[config.mk]
export PLATFORM = sky130hd
export DESIGN_NAME = bus_shift_reg
export DESIGN_NICKNAME = d
export VERILOG_FILES = /design/src/rtl/bsr_pkg.sv /design/src/rtl/bsr_mode_dec.sv /design/src/rtl/bsr_reg_core.sv /design/src/rtl/bsr_out_stage.sv /design/src/rtl/bus_shift_reg.sv
export SDC_FILE = /design/constraint.sdc
export NUM_CORES = 1
export LEC_CHECK = 0
export BUFFER_PORTS_ARGS = -buffer_cell sky130_fd_sc_hd__buf_4
export CAP_MARGIN = 20
export CORE_AREA = 3 3 40 42
export CTS_CLUSTER_DIAMETER = 150
export DETAILED_ROUTE_END_ITERATION = 7
export DIE_AREA = 0 0 43 45
export PLACE_DENSITY = 0.68
export SLEW_MARGIN = 20
export SYNTH_ARGS = -nofsm -noshare
export SYNTH_HDL_FRONTEND = slang
export SYNTH_SLANG_ARGS = --single-unit
[constraint.sdc]
create_clock -name clk -period 0.8 [get_ports clk]
set_input_delay 0.16 -clock clk [delete_from_list [all_inputs] [get_ports clk]]
set_output_delay 0.16 -clock clk [all_outputs]
set_load 0.1 [all_outputs]
[src/rtl/bsr_pkg.sv]
package bsr_pkg;

   // Mode code is {sel0, sel1}.
   typedef enum logic [1:0] {
      BSR_HOLD  = 2'b00,
      BSR_READ  = 2'b01,
      BSR_SHIFT = 2'b10,
      BSR_LOAD  = 2'b11
   } bsr_mode_e;

endpackage

[src/rtl/bsr_mode_dec.sv]
module bsr_mode_dec
   import bsr_pkg::*;
(
   input  logic      sel0,
   input  logic      sel1,
   output bsr_mode_e mode,
   output logic      drive_en,
   output logic      shift_en,
   output logic      load_en
);

   always_comb begin
      mode = bsr_mode_e'({sel0, sel1});
   end

   always_comb begin
      drive_en = 1'b0;
      shift_en = 1'b0;
      load_en  = 1'b0;
      unique case (mode)
         BSR_READ:  drive_en = 1'b1;
         BSR_SHIFT: shift_en = 1'b1;
         BSR_LOAD:  load_en  = 1'b1;
         default:   ;
      endcase
   end

endmodule

[src/rtl/bsr_reg_core.sv]
module bsr_reg_core #(
   parameter int WIDTH = 8
) (
   input  logic             clk,
   input  logic             rst,
   input  logic             shift_en,
   input  logic             load_en,
   input  logic             ser_in,
   input  logic [WIDTH-1:0] bus_in,
   output logic [WIDTH-1:0] q
);

   localparam int TOP = WIDTH - 1;

   logic [WIDTH-1:0] shift_src;
   logic [WIDTH-1:0] nxt;

   // Per-bit source for the shift path: bit 0 from the pin, others from below.
   generate
      for (genvar i = 0; i < WIDTH; i++) begin : g_bit
         if (i == 0) begin : g_entry
            assign shift_src[i] = ser_in;
         end else begin : g_chain
            assign shift_src[i] = q[i-1];
         end

         always_comb begin
            if (load_en)       nxt[i] = bus_in[i];
            else if (shift_en) nxt[i] = shift_src[i];
            else               nxt[i] = q[i];
         end
      end
   endgenerate

   always_ff @(posedge clk) begin
      if (rst) q <= '0;
      else     q <= nxt;
   end

   logic unused_top;
   assign unused_top = q[TOP];

endmodule

[src/rtl/bsr_out_stage.sv]
module bsr_out_stage #(
   parameter int WIDTH    = 8,
   parameter bit GATE_BUS = 1'b1
) (
   input  logic [WIDTH-1:0] q,
   input  logic             drive_en,
   input  logic             shift_en,
   output logic [WIDTH-1:0] bus_out,
   output logic             bus_oe,
   output logic             ser_out
);

   localparam int TOP = WIDTH - 1;

   assign bus_oe  = drive_en;
   assign ser_out = shift_en & q[TOP];

   generate
      if (GATE_BUS) begin : g_gated
         assign bus_out = drive_en ? q : '0;
      end else begin : g_masked
         assign bus_out = q & {WIDTH{drive_en}};
      end
   endgenerate

endmodule

[src/rtl/bus_shift_reg.sv]
module bus_shift_reg
   import bsr_pkg::*;
#(
   parameter int WIDTH    = 8,
   parameter bit GATE_BUS = 1'b1
) (
   input  logic             clk,
   input  logic             rst,
   input  logic             sel0,
   input  logic             sel1,
   input  logic             ser_in,
   input  logic [WIDTH-1:0] bus_in,
   output logic [WIDTH-1:0] bus_out,
   output logic             bus_oe,
   output logic             ser_out
);

   generate
      if (WIDTH < 2) begin : g_bad_width
         $error("bus_shift_reg: WIDTH must be at least 2");
      end
   endgenerate

   bsr_mode_e        mode;
   logic             drive_en;
   logic             shift_en;
   logic             load_en;
   logic [WIDTH-1:0] state_q;

   bsr_mode_dec u_dec (
      .sel0     (sel0),
      .sel1     (sel1),
      .mode     (mode),
      .drive_en (drive_en),
      .shift_en (shift_en),
      .load_en  (load_en)
   );

   bsr_reg_core #(.WIDTH(WIDTH)) u_core (
      .clk      (clk),
      .rst      (rst),
      .shift_en (shift_en),
      .load_en  (load_en),
      .ser_in   (ser_in),
      .bus_in   (bus_in),
      .q        (state_q)
   );

   bsr_out_stage #(.WIDTH(WIDTH), .GATE_BUS(GATE_BUS)) u_out (
      .q        (state_q),
      .drive_en (drive_en),
      .shift_en (shift_en),
      .bus_out  (bus_out),
      .bus_oe   (bus_oe),
      .ser_out  (ser_out)
   );

   bsr_mode_e unused_mode;
   assign unused_mode = mode;

endmodule

==> results of run 1 <==
## kinds of logic after synthesis
family | count (synthesis) | share of synthesized area
flops | 8 | 0.356
compound gates | 8 | 0.133
buf+inv | 5 | 0.108
simple gates | 19 | 0.225
mux | 8 | 0.178
## worst reg2reg max path: stages, from the launching register on
cell	delay, ns
dfxtp_2	0.33
buf_4	0.11
buf_4	0.10
mux2i_1	0.06
a211oi_1	0.25
## layout by cell type (no fill, tap or decap), drive strengths merged
cell type,instances
nor2,9
a211oi,8
mux2i,8
buf,36
and2,8
dfxtp,8
nand2,1
nor2b,2
clkbuf,3
## area by class of cell
cell class / count / share of cell area
well taps: 15 / 0.0207
clock buffers: 3 / 0.0248
flip-flops and latches: 8 / 0.188
repair buffers: 36 / 0.452
multi-input cells: 36 / 0.314
## routing by layer
layer	part of all wire	vias up	wire length, microns	global-route usage
li1	-	235	-	-
met1	0.38	237	589	0.181
met2	0.55	20	841	0.302
met3	0.050	2	77	0.0518
met4	0.016	0	24	0.0964
met5	0	-	0	0
## report_power, final
group / internal (mW) / switching (mW)
clock: 0.171 / 0.134
combinational: 0.221 / 0.239
sequential: 0.435 / 0.0202
total: 0.827 / 0.393
## what timing repair did
action                     4_1_cts  5_1_grt
cloned                           1        0
pin swaps                        2        2
buffers inserted                 1        4
setup endpoints to repair       14       18
gates resized for setup         41        3
## through the flow
step / instances / setup slack [ns] / area [sq um] / hold slack, ns
floorplan: 48 / -0.332 / 495 / 0.394
finish: 98 / -0.304 / 907 / 0.138
CTS: 94 / -0.309 / 865 / 0.131
global placement: 89 / -0.316 / 681 / 0.404
detailed placement: 89 / -0.339 / 681 / 0.405
global route: 98 / -0.337 / 907 / 0.126
## worst max-delay path by stage
stage,cells after the start,endpoint
6_report,3,ser_out
5_1_grt,3,ser_out
4_1_cts,3,ser_out
3_5_place_dp,4,bus_out[6]
3_3_place_gp,4,bus_out[5]
2_1_floorplan,4,bus_out[0]
## synth_stat cells
cell / n
nor2_1: 9
a211oi_1: 8
and2_1: 8
dfxtp_1: 8
mux2i_1: 8
buf_6: 4
buf_1: 1
nand2_1: 1
nor2b_4: 1
==> flow_summary_export.csv, run 1 <==
group,metric,value,unit
outcome,status,"finished with violations",
outcome,violations,"negative setup slack",
timing,fin_skew,0.00129,ns
place,portBuffers,22,
pwr,power.density,1340,mW/mm^2
synth,yosys.area.top_type,"dfxtp_1",
worst_hold_path,min_to,"u_core.q[5]$_SDFFE_PP0P_",
finish,final_core_util,0.706,
setup_path,crit_arrival,0.94,ns
setup_path,crit_fanout,3,
route,drt-initial-drc-count,6,
route,vias,494,
finish,multi_input_area,285,sq um
global_route,grt_pass1_wl,2370,microns
finish,post_route_cells_drive_above_1_share,0.711,
timing,slew_headroom,0.858,
worst_hold_path,holdCritStartpoint,"rst",
synth,synth_cell_types,9,
timing,worst_pin_slew,0.212,ns
clocking,postCtsHoldBufs,0,
setup_path,critPathLaunchType,"flop",
synth,yosysSeqAreaShare,0.356,
global_route,grt_max_degree,18,
clocking,clock_latency,0.25,ns
die,rows,13,
place,gp_congestion,0.694,
synth,netlist_instances,48,
finish,areaGrowthSynthToFinish,101,%
place,dpl.hpwl,877,microns
die,start_util,0.351,
timing,period_share,1.38,
global_route,grt_pass1_vias,552,
clocking,cts_max_level,1,
setup_path,slowest_delay,0.34,ns
synth,syn_area_per_cell,9.38,sq um
global_route,track_usage,0.171,
clocking,clock_sinks,8,
route,detail_route.wl_per_cell,15.6,microns
finish,nNetsFinal,98,
setup_path,cpMaxStageDelayCell,"dfxtp_2",
die,die_h,45,microns
clocking,cts_tree,"yes",
setup_path,critPathCaptureType,"output pin",
die,core-area,0.00128,sq mm
finish,largest_register_ffs,8,
die,die_w,43,microns
setup_path,crit_family,"flip-flops",
timing,slew_violations,0,
worst_hold_path,hold_class,"input port to flop",
finish,antenna_cells,0,
setup_path,critPathKind,"flop to output pin",
synth,synth_area_leaders,"dfxtp_1 36%, mux2i_1 18%, a211oi_1 13%, and2_1 11%, buf_6 10%",
synth,synth_area,450,sq um
setup_path,reg2reg_to,"u_core.q[1]$_SDFFE_PP0P_",
global_route,antenna_found_initial,0,
setup_path,r2r_cells,4,
route,via_per_inst,5.04,
route,drc,0,
setup_path,rr_startpoint,"u_core.q[0]$_SDFFE_PP0P_",
finish,nFillCells,108,
timing,setup_viol,16,
global_route,grt_overflow_total,0,
timing,period_minus_slack,1.10,ns
synth,synth_top_area_frac,0.356,
setup_path,crit_buf_inv,1,
synth,yosys_warnings,0,
route,drt-total-wl,1530,microns
timing,hold_viol_final,0,
setup_path,r2r_setup_slack,-0.15,ns
job,cap_viol_max_count,0,
pwr,cellLeakagePower,0.424,nW
finish,regArea,170,sq um
synth,synth-seq-cells,8,
finish,top_register,"u_core.q",
route,drtAntennaViolNets,0,
clocking,cts-root-buf,"clkbuf_4",
setup_path,critPathRequiredTime,0.64,ns
clocking,ctsLongestPathBuffers,2,
timing,tns,-3.10,ns
timing,fmax,0.906,GHz
worst_hold_path,hold_path_depth,2,
synth,syn_nets,61,
finish,top_regs,"u_core.q: 8 flops",
clocking,path_clk_slew,0.05,ns
setup_path,critPathLaunch,"u_core.q[7]$_SDFFE_PP0P_",
clocking,cts_made_buffers,3,
pwr,peakVddDrop,0.681,mV
die,io_pins,23,
setup_path,crit_path_cell_trace,"nand2_2, nor2_4, buf_12",
die,die_area,0.00194,sq mm
pwr,p_total,1.22,mW
timing,setup_ws,-0.304,ns
route,firstDrtPassIters,4,
timing,grt_setup_unrepaired,"yes",
Power figures use the tool's default switching activity.
==> run 2: changes to the inputs <==
Settings changed: GPL_TIMING_DRIVEN set to 0.
==> run 2 against run 1 <==
  * The flow still finishes with violations (negative setup slack)
  * Sequential power is 0.9% higher
  * Via count rose by 0.40%
  * Setup slack got worse by 0.0024 ns
  * Critical path depth unchanged
  * Count of clock-buffer cells in the layout did not move
  * Largest power group unchanged
==> flow_summary_export.csv, run 2 (synthesis results as in run 1) <==
group,metric,value,unit
route,firstDrtPassIters,4,
timing,fin_skew,0.00882,ns
setup_path,crit_family,"flip-flops",
clocking,clock_latency,0.25,ns
die,die_h,45,microns
die,rows,13,
timing,worst_pin_slew,0.416,ns
setup_path,slowest_delay,0.35,ns
clocking,cts_max_level,1,
route,detail_route.wl_per_cell,16.3,microns
finish,post_route_cells_drive_above_1_share,0.711,
finish,top_regs,"u_core.q: 8 flops",
setup_path,crit_fanout,3,
route,drt-total-wl,1600,microns
place,dpl.hpwl,737,microns
pwr,cellLeakagePower,0.442,nW
finish,final_cell_mix,"13 x buf_12, 13 x buf_4, 9 x buf_6",
finish,areaGrowthSynthToFinish,117,%
clocking,clock_sinks,8,
finish,stdcell_count,98,
finish,multi_input_area,277,sq um
route,drc,0,
timing,setup_ws,-0.306,ns
global_route,grt_overflow_total,0,
pwr,peakVddDrop,1.18,mV
die,die_area,0.00194,sq mm
timing,grt_setup_unrepaired,"yes",
global_route,antenna_found_initial,0,
global_route,track_usage,0.159,
worst_hold_path,hold_class,"input port to flop",
outcome,status,"finished with violations",
job,cap_viol_max_count,0,
finish,top_register,"u_core.q",
setup_path,critPathLaunchType,"flop",
setup_path,critPathRequiredTime,0.64,ns
route,via_per_inst,5.06,
die,start_util,0.351,
clocking,cts_tree,"yes",
pwr,p_seq_frac,0.361,
die,io_pins,23,
global_route,grt_pass1_wl,2280,microns
timing,period_share,1.38,
pwr,clkPwrFrac,0.252,
clocking,ctsLongestPathBuffers,2,
timing,tns,-2.76,ns
setup_path,crit_path_cell_trace,"nand2_2, nor2_4, buf_12",
route,drt-initial-drc-count,6,
setup_path,crit_arrival,0.95,ns
finish,nNetsFinal,98,
place,numPlacedInstances,82,
setup_path,crit_buf_inv,1,
clocking,path_clk_slew,0.05,ns
place,gp_congestion,0.699,
route,vias,496,
place,portBuffers,19,
pwr,combPwrFrac,0.387,
die,core-area,0.00128,sq mm
pwr,power.internal,0.859,mW
die,die_w,43,microns
pwr,swShare,0.325,
finish,largest_register_ffs,8,
timing,fmax,0.904,GHz
setup_path,cpMaxStageDelayCell,"dfxtp_2",
clocking,postCtsHoldBufs,0,
pwr,p_switching,0.413,mW
clocking,cts_made_buffers,3,
global_route,grt_pass1_vias,498,
timing,slew_headroom,0.722,
setup_path,critPathCaptureType,"output pin",
finish,regArea,170,sq um
timing,hold_viol_final,0,
pwr,p_total,1.27,mW
finish,nFillCells,92,
finish,antenna_cells,0,
timing,slew_violations,0,
outcome,violations,"negative setup slack",
setup_path,critPathKind,"flop to output pin",
pwr,power.density,1300,mW/mm^2
global_route,grt_max_degree,11,
finish,final_core_util,0.759,
finish,fin_area,976,sq um
timing,period_minus_slack,1.11,ns
place,placed_area,657,sq um
clocking,cts-root-buf,"clkbuf_4",
timing,setup_viol,12,
route,drtAntennaViolNets,0,
-- run 2: final timing paths --
kind                              end                startpoint  depth (start not counted)  slack [ns]
min reg2reg  u_core.q[7]$_SDFFE_PP0P_  u_core.q[7]$_SDFFE_PP0P_                          2        0.52
max reg2reg  u_core.q[3]$_SDFFE_PP0P_  u_core.q[2]$_SDFFE_PP0P_                          3       -0.10
min          u_core.q[5]$_SDFFE_PP0P_                      sel0                          3        0.20
max                           ser_out  u_core.q[7]$_SDFFE_PP0P_                          3       -0.31
-- run 2: metal layers --
layer | routed length, microns | GRT usage | up-vias
li1 | - | - | 236
met1 | 639 | 0.199 | 235
met2 | 822 | 0.257 | 21
met3 | 75 | 0.0279 | 4
met4 | 59 | 0.0964 | 0
met5 | 0 | 0 | -
-- run 2: area by class of cell --
| type | count | share of cell area |
|---|---|---|
| buffer | 5 | 0.0769 |
| clock buffer | 3 | 0.0231 |
| sequential | 8 | 0.174 |
| multi-input combinational | 35 | 0.283 |
| timing repair buffer | 32 | 0.423 |
| tap | 15 | 0.0192 |
-- run 2: worst min-delay path: cells and delay by family --
kind,cells,cell delay [ns]
AO/OA/AOI/OAI,1,0.05
buffers and inverters,1,0.10
AND/OR/NAND/NOR,1,0.09
-- run 2: timing repair --
action	CTS	global route
setup endpoints to repair	10	18
gates resized for setup	39	11
setup buffers	7	10
gates cloned	0	1
endpoints found under the hold margin	0	0
pin swaps	5	12
-- run 2: power by group through the flow --
stage          clock, mW  combinational, mW  sequential, mW
6_report           0.320              0.493           0.459
5_1_grt            0.350              0.517           0.460
4_1_cts            0.320              0.426           0.450
3_5_place_dp           0              0.334           0.458
3_3_place_gp           0              0.332           0.457
2_1_floorplan          0              0.259           0.453
-- run 2: per-stage QoR --
stage | hold slack (ns) | worst slack [ns]
finish | 0.200 | -0.306
global route | 0.176 | -0.351
CTS | 0.201 | -0.298
detailed placement | 0.475 | -0.340
global placement | 0.472 | -0.340
floorplan | 0.394 | -0.332
